$ cat src/rtl/rstctl_pkg.sv
package rstctl_pkg;
  localparam int PLEN_W = 4;
  localparam int CNT_W  = (1 << PLEN_W) + 1;

  typedef enum logic [2:0] {
    CAUSE_GENERAL = 3'd0,
    CAUSE_WAKE    = 3'd1,
    CAUSE_SOFT    = 3'd2,
    CAUSE_USER    = 3'd3,
    CAUSE_WDOG    = 3'd4,
    CAUSE_RWDOG   = 3'd5
  } cause_e;

  typedef struct packed {
    logic              bod_en;
    logic              bkmon_en;
    logic [PLEN_W-1:0] plen;
  } cfg_t;

  // bit positions inside the synchronized source vector
  localparam int SRC_CPOR  = 0;
  localparam int SRC_BOD   = 1;
  localparam int SRC_IOPOR = 2;
  localparam int SRC_BKMON = 3;
  localparam int SRC_WAKE  = 4;
  localparam int SRC_WDOG  = 5;
  localparam int SRC_RWDOG = 6;
  localparam int SRC_N     = 7;
endpackage

$ cat src/rtl/rstctl_sync.sv
module rstctl_sync #(
  parameter int W      = 1,
  parameter int STAGES = 2
) (
  input  logic         clk,
  input  logic [W-1:0] d_i,
  output logic [W-1:0] q_o
);
  logic [STAGES-1:0][W-1:0] stg;

  if (STAGES == 1) begin : g_one
    always_ff @(posedge clk) stg <= d_i;
  end else begin : g_chain
    always_ff @(posedge clk) stg <= {stg[STAGES-2:0], d_i};
  end

  assign q_o = stg[STAGES-1];
endmodule

$ cat src/rtl/rstctl_pin_filter.sv
module rstctl_pin_filter #(
  parameter int SYNC_STAGES = 2,
  parameter int DB_LEN      = 3
) (
  input  logic clk,
  input  logic rst,
  input  logic pin_i,
  input  logic hold_i,
  output logic press_o
);
  logic              pin_s;
  logic [DB_LEN-1:0] hist;
  logic              level;

  rstctl_sync #(.W(1), .STAGES(SYNC_STAGES)) u_sync (
    .clk(clk), .d_i(pin_i), .q_o(pin_s)
  );

  always_ff @(posedge clk) begin
    if (rst) begin
      hist  <= '1;
      level <= 1'b1;
    end else if (hold_i) begin
      hist  <= '0;
      level <= 1'b0;
    end else begin
      hist <= {hist[DB_LEN-2:0], pin_s};
      if (hist == '0)      level <= 1'b0;
      else if (&hist)      level <= 1'b1;
    end
  end

  assign press_o = level && (hist == '0) && !hold_i;
endmodule

$ cat src/rtl/rstctl_seq.sv
module rstctl_seq
  import rstctl_pkg::*;
(
  input  logic             clk,
  input  logic             rst,
  input  logic             start_i,
  input  logic             full_i,
  input  logic [CNT_W-1:0] len_m1_i,
  output logic             busy_o,
  output logic             full_o
);
  logic [CNT_W-1:0] cnt;

  always_ff @(posedge clk) begin
    if (rst) begin
      busy_o <= 1'b1;
      full_o <= 1'b1;
      cnt    <= len_m1_i;
    end else if (start_i) begin
      busy_o <= 1'b1;
      full_o <= full_i | (busy_o & full_o);
      cnt    <= len_m1_i;
    end else if (busy_o) begin
      if (cnt == '0) begin
        busy_o <= 1'b0;
        full_o <= 1'b0;
      end else begin
        cnt <= cnt - 1'b1;
      end
    end
  end
endmodule

$ cat src/rtl/rstctl_top.sv
module rstctl_top
  import rstctl_pkg::*;
#(
  parameter int PLEN_DEF    = 2,
  parameter int SYNC_STAGES = 2,
  parameter int DB_LEN      = 3
) (
  input  logic              clk,
  input  logic              rst,
  input  logic              core_por_flt_i,
  input  logic              core_bod_flt_i,
  input  logic              io_por_flt_i,
  input  logic              bkup_mon_flt_i,
  input  logic              wake_req_i,
  input  logic              wdog_rst_i,
  input  logic              rwdog_rst_i,
  input  logic              nrst_pin_i,
  output logic              nrst_oe_o,
  input  logic              cfg_wr_i,
  input  logic              cfg_bod_en_i,
  input  logic              cfg_bkmon_en_i,
  input  logic [PLEN_W-1:0] cfg_plen_i,
  input  logic              cmd_wr_i,
  input  logic              cmd_rst_i,
  output logic              sys_rst_o,
  output logic              core_rst_o,
  output logic              io_rst_o,
  output logic [2:0]        cause_o
);
  logic [SRC_N-1:0] src_raw, src_s;
  cfg_t             cfg_q;
  cause_e           cause_q, cause_n;
  logic             busy, full, start, start_full, press;
  logic             gen_flt, bod_flt, sw_req;
  logic [PLEN_W:0]  shamt;
  logic [CNT_W-1:0] len_m1;

  assign src_raw = {rwdog_rst_i, wdog_rst_i, wake_req_i, bkup_mon_flt_i,
                    io_por_flt_i, core_bod_flt_i, core_por_flt_i};

  rstctl_sync #(.W(SRC_N), .STAGES(SYNC_STAGES)) u_src_sync (
    .clk(clk), .d_i(src_raw), .q_o(src_s)
  );

  rstctl_pin_filter #(.SYNC_STAGES(SYNC_STAGES), .DB_LEN(DB_LEN)) u_pin (
    .clk(clk), .rst(rst), .pin_i(nrst_pin_i), .hold_i(sys_rst_o), .press_o(press)
  );

  // configuration lives in the backup domain: only rst clears it
  always_ff @(posedge clk) begin
    if (rst) begin
      cfg_q.bod_en   <= 1'b1;
      cfg_q.bkmon_en <= 1'b1;
      cfg_q.plen     <= PLEN_W'(PLEN_DEF);
    end else if (cfg_wr_i) begin
      cfg_q.bod_en   <= cfg_bod_en_i;
      cfg_q.bkmon_en <= cfg_bkmon_en_i;
      cfg_q.plen     <= cfg_plen_i;
    end
  end

  assign shamt  = {1'b0, cfg_q.plen} + 1'b1;
  assign len_m1 = (CNT_W'(1) << shamt) - CNT_W'(1);

  assign gen_flt = src_s[SRC_CPOR] | (cfg_q.bkmon_en & src_s[SRC_BKMON]);
  assign bod_flt = cfg_q.bod_en & src_s[SRC_BOD];
  assign sw_req  = cmd_wr_i & cmd_rst_i;

  // source arbitration; supply faults also re-arm a running sequence
  always_comb begin
    start      = 1'b1;
    start_full = 1'b1;
    cause_n    = cause_q;
    if (gen_flt) begin
      cause_n = CAUSE_GENERAL;
    end else if (bod_flt) begin
      start_full = 1'b0;
      cause_n    = CAUSE_GENERAL;
    end else if (busy) begin
      start = 1'b0;
    end else if (src_s[SRC_RWDOG]) begin
      cause_n = CAUSE_RWDOG;
    end else if (src_s[SRC_WDOG]) begin
      cause_n = CAUSE_WDOG;
    end else if (press) begin
      cause_n = CAUSE_USER;
    end else if (sw_req) begin
      cause_n = CAUSE_SOFT;
    end else if (src_s[SRC_WAKE]) begin
      cause_n = CAUSE_WAKE;
    end else begin
      start = 1'b0;
    end
  end

  always_ff @(posedge clk) begin
    if (rst)        cause_q <= CAUSE_GENERAL;
    else if (start) cause_q <= cause_n;
  end

  rstctl_seq u_seq (
    .clk(clk), .rst(rst), .start_i(start), .full_i(start_full),
    .len_m1_i(len_m1), .busy_o(busy), .full_o(full)
  );

  assign core_rst_o = busy;
  assign sys_rst_o  = busy & full;
  assign nrst_oe_o  = sys_rst_o;
  assign io_rst_o   = sys_rst_o | src_s[SRC_IOPOR];
  assign cause_o    = cause_q;
endmodule

$ cat config.mk
export PLATFORM = sky130hd
export DESIGN_NAME = rstctl_top
export DESIGN_NICKNAME = d
export VERILOG_FILES = /design/src/rtl/rstctl_pkg.sv /design/src/rtl/rstctl_sync.sv /design/src/rtl/rstctl_pin_filter.sv /design/src/rtl/rstctl_seq.sv /design/src/rtl/rstctl_top.sv
export SDC_FILE = /design/constraint.sdc
export NUM_CORES = 1
export LEC_CHECK = 0
export BUFFER_PORTS_ARGS = -buffer_cell sky130_fd_sc_hd__buf_2
export CAP_MARGIN = 5
export CORE_MARGIN = 2
export CORE_UTILIZATION = 55
export DETAILED_ROUTE_END_ITERATION = 10
export PLACE_DENSITY = 0.77
export SLEW_MARGIN = 10
export SYNTH_ARGS = -nofsm -noshare
export SYNTH_HDL_FRONTEND = slang
export SYNTH_HIERARCHICAL = 1
export SYNTH_SLANG_ARGS = --single-unit
$ cat constraint.sdc
create_clock -name clk -period 4.2 [get_ports clk]
set_input_delay 0 -clock clk [delete_from_list [all_inputs] [get_ports clk]]
set_output_delay 0 -clock clk [all_outputs]
set_load 0.02 [all_outputs]
==> metrics.txt, run 1 <==
Hold Crit Depth=2; RD Place Congestion=0.826; clk_skew=0.00799 ns; hold path startpoint=rst; vias per cell=5.46; crit-path max FO=17; Buf/Inv on CP=0; status=completed; #FFs+latches synth=48; Net Sw Power=0.000260 W; worst r2r src=u_seq/busy_o$_SDFF_PP1_; Hold Vio Cnt, Final=0; DIE WIDTH=69.1 um; Pwr Total=0.000992 W; Switching Share=0.262; Synth Warn #=6; Initial DRT Pass Iterations=4; global-route wire length before repair=7180 um; clk_lat worst skew=0.30 ns; vias in the first global route=1,545; CP Data Required Time=4.08 ns; Most common cell on crit path=nand2_1; I/O pins=26; DRC=0; ys flop type=dfxtp_1; remaining antenna violation count after routing=0; FF-to-FF path depth=8; CTS tree=done; crit-path cells=and2_1 > nand2b_1 > nor4_2 > a211oi_1 > a21o_1 > nand2_1 > nor2_1 > nand2_1; Seq pwr share=0.552; routed len/inst=13.2 um; Worst Hold Endpoint=cfg_q[2]$_SDFFE_PP0P_; Fin Setup TNS=0 ns; Worst R2R End=u_seq/cnt[9]$_DFFE_PP_; Rows=23; logic gate share of total power=0.132; Crit. End Element=flip-flop; Antenna Cells=0; clock power share=0.317; FILL cells=330; clock sinks=48; crit path kind=reg2reg; P_leak=1.06 nW; Core Box Area=4030 sq um; cell taking the most area after synthesis=dfxtp_1; Slew @ Worst Pin=0.728 ns; CP Launch Type=flip-flop; final WL=4240 um; sequential area share after synthesis=0.485; htree depth=2; Mapped Avg Cell Area=9.72 sq um; clk slew on worst S/H paths=0.09 ns; Mapped Cells=240; worst hold path type=in2reg; Yosys top cell area share=0.266; Initial DRC Count=100; endpoints failing setup=0; initial antenna violation count=0; slowest CP cell=nand2_1; Internal=0.000731 W; Mapped Area=2330 sq um; share of layout cells above drive strength 1=0.170; area grow syn2layout=14.2%; synth top area cells=dfxtp_1 (27%), edfxtp_1 (22%), o21ai_0 (4.5%), xor2_1 (4.1%), nand2_1 (4.0%); Async S/R FF share, synth=0; RSZ-0062 raised after global routing=false; dpl hpwl=2840 um; Root Buffer=clkbuf_8; CP delay by family, top=simple AND/OR/NAND/NOR gates; PD cells=372 nW/um^2; Starting Density=0.579; Die Y-Extent=69.1 um; Die ar.=4780 sq um; post_cts resized=0; largest net degree at the start of global routing=31; fin crit share=0.676; Cell variety after synth=52; max-slew violations=0; Max Clk Rate=352 MHz; WP data arrival=2.72 ns; grt ovf=0; Rel. slew slack=0.513; VDD IR max=292 uV; max_cap viols=0; worst stage delay on the critical path=0.52 ns; via count=1,747; gr usage total=0.186; nets=290; Max Root-Sink Buffers=2; Final min period=2.84 ns; I/O Buffers=25; flop-to-flop setup slack=1.36 ns; EDFF count, synth=17; TritonCTS Buffers=5
[cell usage after synthesis, drive strengths merged, types with 4 or more instances]
library cell   n
a21o           4
a21oi          9
buf           15
dfxtp         31
edfxtp        17
inv            7
mux2i          4
nand2         26
nand2b         4
nand3          5
nand4          4
nor2          18
nor2b          5
nor3           7
o21ai         24
o31ai          4
xor2          11
[cells by family after synthesis]
kind of cell / share of synthesized area
buf+inv: 0.0579
xor+xnor: 0.0526
fa+ha+maj: 0.0107
compound gates: 0.163
flops: 0.485
simple gates: 0.212
other cells: 0.00161
mux: 0.0172
[layout by cell type, fill, tap and decap left out, types with 2 or more instances in the layout]
cell and n:
or2_2 3, a21oi_1 9, dfxtp_1 31, nand4_1 3, inv_1 7, clkbuf_8 5
nor2_1 17, nand2b_1 4, mux2i_1 4, a211o_1 3, nor4b_1 2, a31oi_1 3
buf_2 25, ha_1 2, nand3_1 5, nand2_1 25, xnor2_1 3, nand4b_1 2
conb_1 2, or4_1 2, o31ai_1 4, o21ai_0 21, o21ai_1 3, dlygate4sd3_1 14
nor2b_1 5, o21bai_1 3, edfxtp_1 17, a21o_1 4, xor2_1 11, nor3_1 6
[worst max path at each step]
stage | slack (ns) | endpoint | depth (start not counted) | start
global placement | 1.51 | u_seq/cnt[0]$_DFFE_PP_ | 8 | u_seq/busy_o$_SDFF_PP1_
floorplan | 1.57 | u_seq/cnt[0]$_DFFE_PP_ | 8 | u_seq/busy_o$_SDFF_PP1_
CTS | 1.37 | u_seq/cnt[15]$_DFFE_PP_ | 8 | u_seq/busy_o$_SDFF_PP1_
finish | 1.36 | u_seq/cnt[9]$_DFFE_PP_ | 8 | u_seq/busy_o$_SDFF_PP1_
global route | 1.11 | u_seq/cnt[13]$_DFFE_PP_ | 8 | u_seq/busy_o$_SDFF_PP1_
detailed placement | 1.38 | u_seq/cnt[0]$_DFFE_PP_ | 8 | u_seq/busy_o$_SDFF_PP1_
[registers in the layout (all words and copies together), names as in the netlist, 3 cells and up]
| name | count |
|---|---|
| cfg_q | 6 |
| cause_o | 3 |
| u_pin/hist | 3 |
| u_seq/cnt | 17 |
| u_src_sync/q_o | 7 |
| u_src_sync/stg | 7 |
[what timing repair did]
| item | CTS | global route |
|---|---|---|
| endpoints found under the hold margin | 14 | 0 |
| buffers inserted | 0 | 0 |
| hold buffers | 14 | 0 |
[power by group through the flow]
stage / sequential [W] / combinational (W) / clock (W)
after floorplan: 0.000544 / 0.000105 / 0
final: 0.000547 / 0.000131 / 0.000314
after CTS: 0.000547 / 0.000130 / 0.000321
after detailed placement: 0.000557 / 0.000119 / 0
after global routing: 0.000552 / 0.000147 / 0.000342
after global placement: 0.000556 / 0.000116 / 0
[stage by stage]
step	area, sq um	hold WS, ns	std cells	setup slack [ns]	util
2_1_floorplan	2340	0.0277	241	1.57	-
3_3_place_gp	2410	0.103	298	1.51	0.599
3_5_place_dp	2410	0.104	298	1.38	0.599
5_1_grt	2660	0.0273	320	1.11	0.661
4_1_cts	2660	0.0195	320	1.37	0.661
6_report	2660	0.0211	320	1.36	0.661
[layer usage]
metal	up-vias	GRT usage	part of all wire
met4	0	0.0501	0.0080
met5	-	0	0
met3	4	0.0512	0.036
met2	33	0.281	0.47
met1	811	0.264	0.49
li1	899	-	-
[layout make-up]
class / count / area (sq um) / area share
Clock buffer: 6 / 93.8 / 0.0352
Clock inverter: 2 / 15.0 / 0.00564
Inverter: 7 / 26.3 / 0.00986
Multi-Input combinational cell: 168 / 1070 / 0.402
Sequential cell: 48 / 1130 / 0.425
Tap cell: 50 / 62.6 / 0.0235
Timing Repair Buffer: 39 / 265 / 0.0996
No activity file was read; power rests on OpenSTA's default activity.
==> run 2: changes to the inputs <==
CORE_UTILIZATION = 52   (was 55)
PLACE_DENSITY = 0.76   (was 0.77)
clock period = 2.55 ns   (was 4.2 ns; I/O delays follow)
==> run 2 against run 1 <==
Count of clock-buffer cells in the layout increased by 1. Worst setup slack got worse by 1.1 ns. Global-route usage up 0.24 points.
==> metrics.txt, run 2 (synthesized netlist as in run 1, its figures left out) <==
status=completed; area grow syn2layout=18.8%; worst hold path type=in2reg; P_leak=1.12 nW (+5.7%); Die Y-Extent=71.0 um (+2.7%); clk_skew=0.0101 ns (+0.00206 ns); Max Root-Sink Buffers=2 (unchanged); global-route wire length before repair=7510 um (+4.6%); DRC=0 (unchanged); initial antenna violation count=0 (unchanged); RSZ-0062 raised after global routing=false; largest net degree at the start of global routing=31 (unchanged); via count=1,807 (+3.4%); slowest CP cell=nor2_1; TritonCTS Buffers=5 (unchanged); Fin Setup TNS=0 ns (unchanged); I/O pins=26 (unchanged); PnR worst setup slack=0.284 ns (-1.08 ns); worst r2r src=u_seq/full_o$_SDFFE_PP1P_; share of layout cells above drive strength 1=0.201 (+0.0303); Rows=24 (+4.3%); Crit. End Element=flip-flop; Post-CTS Setup Inserts=0 (unchanged); CP Data Required Time=2.62 ns (-1.46 ns); Initial DRC Count=106 (+6.0%); Slew @ Worst Pin=0.610 ns (-0.118 ns); max-slew violations=0 (unchanged); worst stage delay on the critical path=0.38 ns (-0.14 ns); vias per cell=5.46 (about the same); Worst R2R End=u_seq/cnt[1]$_DFFE_PP_; clk slew on worst S/H paths=0.09 ns (about the same); dpl hpwl=3000 um (+5.8%); Finished Core Util=0.641 (-0.0206); max reg flops=17 (unchanged); Final min period=2.27 ns (-0.573 ns); Hold Vio Cnt, Final=0 (unchanged); FILL cells=353 (+7.0%); CP Launch Type=flip-flop; Hold Crit Depth=2 (unchanged); VDD IR max=431 uV (+48%); Rel. slew slack=0.590 (+0.0769); Root Buffer=clkbuf_8; Max Clk Rate=441 MHz (+25%); most frequent cells in the layout=dfxtp_1 (31), buf_2 (25), nand2_1 (24); FF-to-FF path depth=9 (+1); PD cells=619 nW/um^2 (+66%); vias in the first global route=1,694 (+9.6%); clk_lat worst skew=0.31 ns (about the same); fin crit share=0.889 (+0.213); crit path kind=reg2reg; I/O Buffers=25 (unchanged); Pwr Total=0.00172 W (+73%); commonest non-fill, non-tap cell in the layout=dfxtp_1; htree depth=2 (unchanged); Worst Hold Endpoint=cfg_q[3]$_SDFFE_PP0P_; final WL=4510 um (+6.4%); CP delay by family, top=simple AND/OR/NAND/NOR gates; Starting Density=0.539 (-0.0395); Die ar.=5040 sq um (+5.4%); grt ovf=0 (unchanged); clock sinks=48 (unchanged); nets=299 (+3.1%); Initial DRT Pass Iterations=4 (unchanged); gr usage total=0.189 (+0.00244); crit-path cells=and2_1 > nand2b_1 > nor4_2 > a211oi_1 > a21o_1 > nand2_1 > nor2_1 > nand2_2 > buf_12; flop-to-flop setup slack=0.28 ns (-1.08 ns); endpoints failing setup=0 (unchanged); routed len/inst=13.6 um (+2.8%); most flop-heavy register=u_seq/cnt; Core Box Area=4320 sq um (+7.3%); crit-path max FO=17 (unchanged); CTS tree=done; remaining antenna violation count after routing=0 (unchanged); Buf/Inv on CP=1 (+1); RD Place Congestion=0.822 (-0.48%); WP data arrival=2.34 ns (-0.38 ns); Finished Cell Area=2770 sq um (+4.0%); Antenna Cells=0 (unchanged); hold path startpoint=rst; max_cap viols=0 (unchanged); post-place setup slack=0.185 ns (-1.19 ns); DIE WIDTH=71.0 um (+2.7%); placed cell area=2500 sq um (+3.5%)
[run 2: cell types whose count changed in the layout (fill, tap and decap cells not counted), sizes merged]
cell    delta
buf        +9
clkbuf     +1
inv        -1
[run 2: timing repair]
| action | in CTS | in global routing |
|---|---|---|
| endpoints found under the setup margin | 0 | 12 |
| resized for setup | 0 | 1 |
| hold endpoints to repair | 14 | 0 |
| hold buffers | 14 | 0 |
[run 2: power breakdown]
part	leakage (nW)	internal, W	switching [W]	total, W
Clock	0.0651	0.000316	0.000263	0.000578
Sequential	0.458	0.000845	0.0000446	0.000890
Combinational	0.593	0.000115	0.000132	0.000247
[run 2: how the worst max path moves through the flow]
stage	from	endpoint	slack, ns	depth (start not counted)
floorplan	u_seq/busy_o$_SDFF_PP1_	u_seq/cnt[12]$_DFFE_PP_	0.01	10
global placement	u_seq/full_o$_SDFFE_PP1P_	u_seq/cnt[3]$_DFFE_PP_	0.28	9
detailed placement	u_seq/full_o$_SDFFE_PP1P_	u_seq/cnt[3]$_DFFE_PP_	0.19	9
CTS	u_seq/full_o$_SDFFE_PP1P_	u_seq/cnt[9]$_DFFE_PP_	0.17	9
global route	u_seq/full_o$_SDFFE_PP1P_	u_seq/cnt[1]$_DFFE_PP_	0.09	9
finish	u_seq/full_o$_SDFFE_PP1P_	u_seq/cnt[1]$_DFFE_PP_	0.28	9
[run 2: layout make-up]
cell class | instances | area (sq um) | share of cell area
sequential | 48 | 1130 | 0.408
inverter | 7 | 26.3 | 0.00949
clock inverter | 1 | 8.76 | 0.00316
timing repair buffer | 48 | 345 | 0.125
clock buffer | 7 | 119 | 0.0429
multi-input combinational | 168 | 1070 | 0.388
tap | 52 | 65.1 | 0.0235
[run 2: layer usage]
| metal | wire length [um] | up-vias | GRT usage |
|---|---|---|---|
| met5 | 0 | - | 0 |
| met4 | 62 | 0 | 0.0629 |
| met3 | 180 | 5 | 0.0442 |
| met2 | 2180 | 42 | 0.313 |
| met1 | 2090 | 834 | 0.244 |
| li1 | - | 926 | - |
[run 2: through the flow]
step	hold slack [ns]	instances
2_1_floorplan	0.0277	241
3_3_place_gp	0.102	309
3_5_place_dp	0.104	309
4_1_cts	0.0160	331
5_1_grt	0.0397	331
6_report	0.0162	331
[run 2: worst reg2reg max path, stage by stage, from the launching register on]
cell and delay (ns):
dfxtp_1 0.33, and2_1 0.20, nand2b_1 0.18, nor4_2 0.07, a211oi_1 0.25, a21o_1 0.20, nand2_1 0.12, nor2_1 0.38
nand2_2 0.12, buf_12 0.18
==> run 3: changes to the inputs <==
BUFFER_PORTS_ARGS = -buffer_cell sky130_fd_sc_hd__buf_4   (was -buffer_cell sky130_fd_sc_hd__buf_2)
CORE_MARGIN = 3   (was 2)
==> run 3 against run 2 <==
Worst setup slack worse by 0.028 ns. Maximum frequency is 1.2% lower. Sequential power hardly changed. First-iteration DRC count is 25% lower. Largest power group unchanged. Critical path type unchanged. Critical path depth is 5 lower. Wire length is 0.82% higher. Largest cell class unchanged.
==> metrics.txt, run 3 (synthesized netlist as in run 1, its figures left out) <==
remaining antenna violation count after routing=0 (unchanged); crit path from=u_seq/cnt[7]$_DFFE_PP_; Max Root-Sink Buffers=2 (unchanged); endpoints failing setup=0 (unchanged); post-place setup slack=0.208 ns (+0.0229 ns); flop-to-flop setup slack=0.26 ns (-0.03 ns); vias per cell=5.50 (+0.75%); crit-path max FO=17 (unchanged); grt ovf=0 (unchanged); htree depth=2 (unchanged); hold path startpoint=cmd_rst_i; Die ar.=5320 sq um (+5.7%); commonest non-fill, non-tap cell in the layout=buf_4; vias in the first global route=1,744 (+3.0%); Max Clk Rate=436 MHz (-1.2%); Antenna Cells=0 (unchanged); final WL=4550 um (+0.82%); fin crit share=0.899 (+0.0110); worst r2r src=u_seq/cnt[7]$_DFFE_PP_; CP Data Required Time=2.52 ns (-0.10 ns); status=completed; PD cells=596 nW/um^2 (-3.7%); CTS tree=done; max reg flops=17 (unchanged); Crit. End Element=flip-flop; worst hold path type=in2reg; VDD IR max=443 uV (+2.7%); RD Place Congestion=0.754 (-8.2%); TritonCTS Buffers=5 (unchanged); # placed instances=307 (-0.65%); max_cap viols=0 (unchanged); Initial DRT Pass Iterations=4 (unchanged); non-filler cells, final=336 (+1.5%); I/O pins=26 (unchanged); FF-to-FF path depth=4 (-5); clk_lat worst skew=0.30 ns (about the same); clock sinks=48 (unchanged); clk slew on worst S/H paths=0.09 ns (about the same); RSZ-0062 raised after global routing=false; DRC=0 (unchanged); Hold Crit Depth=4 (+2); Worst Hold Endpoint=cause_o[2]$_SDFFE_PP0P_; Fin Setup TNS=0 ns (unchanged); FILL cells=315 (-11%); I/O Buffers=25 (unchanged); P_leak=1.16 nW (+3.8%); dpl hpwl=3030 um (+1.1%); max-slew violations=0 (unchanged); WP data arrival=2.26 ns (-0.08 ns); most frequent cells in the layout=buf_4 (34), dfxtp_1 (31), nand2_1 (24); largest net degree at the start of global routing=31 (unchanged); DIE WIDTH=73.0 um (+2.8%); clk_skew=0.00735 ns (-0.00270 ns); nets=306 (+2.3%); Finished Core Util=0.689 (+0.0481); most flop-heavy register=u_seq/cnt; Worst R2R End=u_seq/cnt[7]$_DFFE_PP_; Rows=23 (-4.2%); area grow syn2layout=23.2%; initial antenna violation count=0 (unchanged); Root Buffer=clkbuf_8; via count=1,848 (+2.3%); PnR worst setup slack=0.256 ns (-0.0280 ns); gr usage total=0.189 (+0.000449); Starting Density=0.559 (+0.0196); Initial DRC Count=79 (-25%); Core Box Area=4170 sq um (-3.5%); crit path kind=reg2reg; Final min period=2.29 ns (+0.0280 ns); global-route wire length before repair=7810 um (+4.0%); Die Y-Extent=73.0 um (+2.8%); Hold Vio Cnt, Final=0 (unchanged); CP Launch Type=flip-flop; share of layout cells above drive strength 1=0.196 (-0.00491); routed len/inst=13.5 um (-0.68%)
run 3: changes by cell type in the layout (fill, tap and decap cells not counted):
cell           change
buf_12             -1
clkbuf_16          -2
bufinv_16          +1
buf_2             -25
dlygate4sd3_1      +7
buf_4             +26
inv_4              +1
run 3: final cells by class:
class	instances	area, sq um	area share
multi-input cells	168	1070	0.374
well taps	50	62.6	0.0218
inverters	7	26.3	0.00914
clock inverters	3	45.0	0.0157
repair buffers	55	465	0.162
flip-flops and latches	48	1130	0.394
clock buffers	5	68.8	0.0239
run 3: critical path, stage by stage, from the launching register on:
cell and delay [ns]:
edfxtp_1 0.47, nor4_4 0.45, nand3_1 0.28, o31ai_1 0.41
nand2_2 0.35
run 3: through the flow:
stage | hold WS (ns) | area, sq um | total power [W]
floorplan | 0.0277 | 2340 | 0.00107
global placement | 0.104 | 2550 | 0.00113
detailed placement | 0.106 | 2550 | 0.00114
CTS | 0.0814 | 2870 | 0.00173
global route | 0.140 | 2870 | 0.00180
finish | 0.0979 | 2870 | 0.00171
run 3: per-layer routing:
layer	part of all wire	track usage	vias to the layer above
li1	-	-	941
met1	0.48	0.247	871
met2	0.48	0.312	34
met3	0.034	0.0455	2
met4	0.0046	0.0553	0
met5	0	0	-
run 3: worst max path at each step:
stage | endpoint | slack (ns) | cells after the start
5_1_grt | u_seq/cnt[5]$_DFFE_PP_ | 0.07 | 6
4_1_cts | u_seq/cnt[8]$_DFFE_PP_ | 0.19 | 9
2_1_floorplan | u_seq/cnt[12]$_DFFE_PP_ | 0.01 | 10
6_report | u_seq/cnt[7]$_DFFE_PP_ | 0.26 | 4
3_3_place_gp | u_seq/cnt[3]$_DFFE_PP_ | 0.25 | 9
3_5_place_dp | u_seq/cnt[0]$_DFFE_PP_ | 0.21 | 9
run 3: where the power goes:
group,leakage (nW),internal (W),switching (W)
Clock,0.0591,0.000296,0.000263
Sequential,0.458,0.000845,0.0000438
Combinational,0.641,0.000133,0.000133
Total,1.16,0.00127,0.000440
run 3: timing repair:
| action | CTS | global route |
|---|---|---|
| setup buffers | 0 | 0 |
| hold buffers | 21 | 0 |
| gates resized for setup | 0 | 1 |
| hold endpoints to repair | 17 | 0 |
| endpoints found under the setup margin | 0 | 15 |
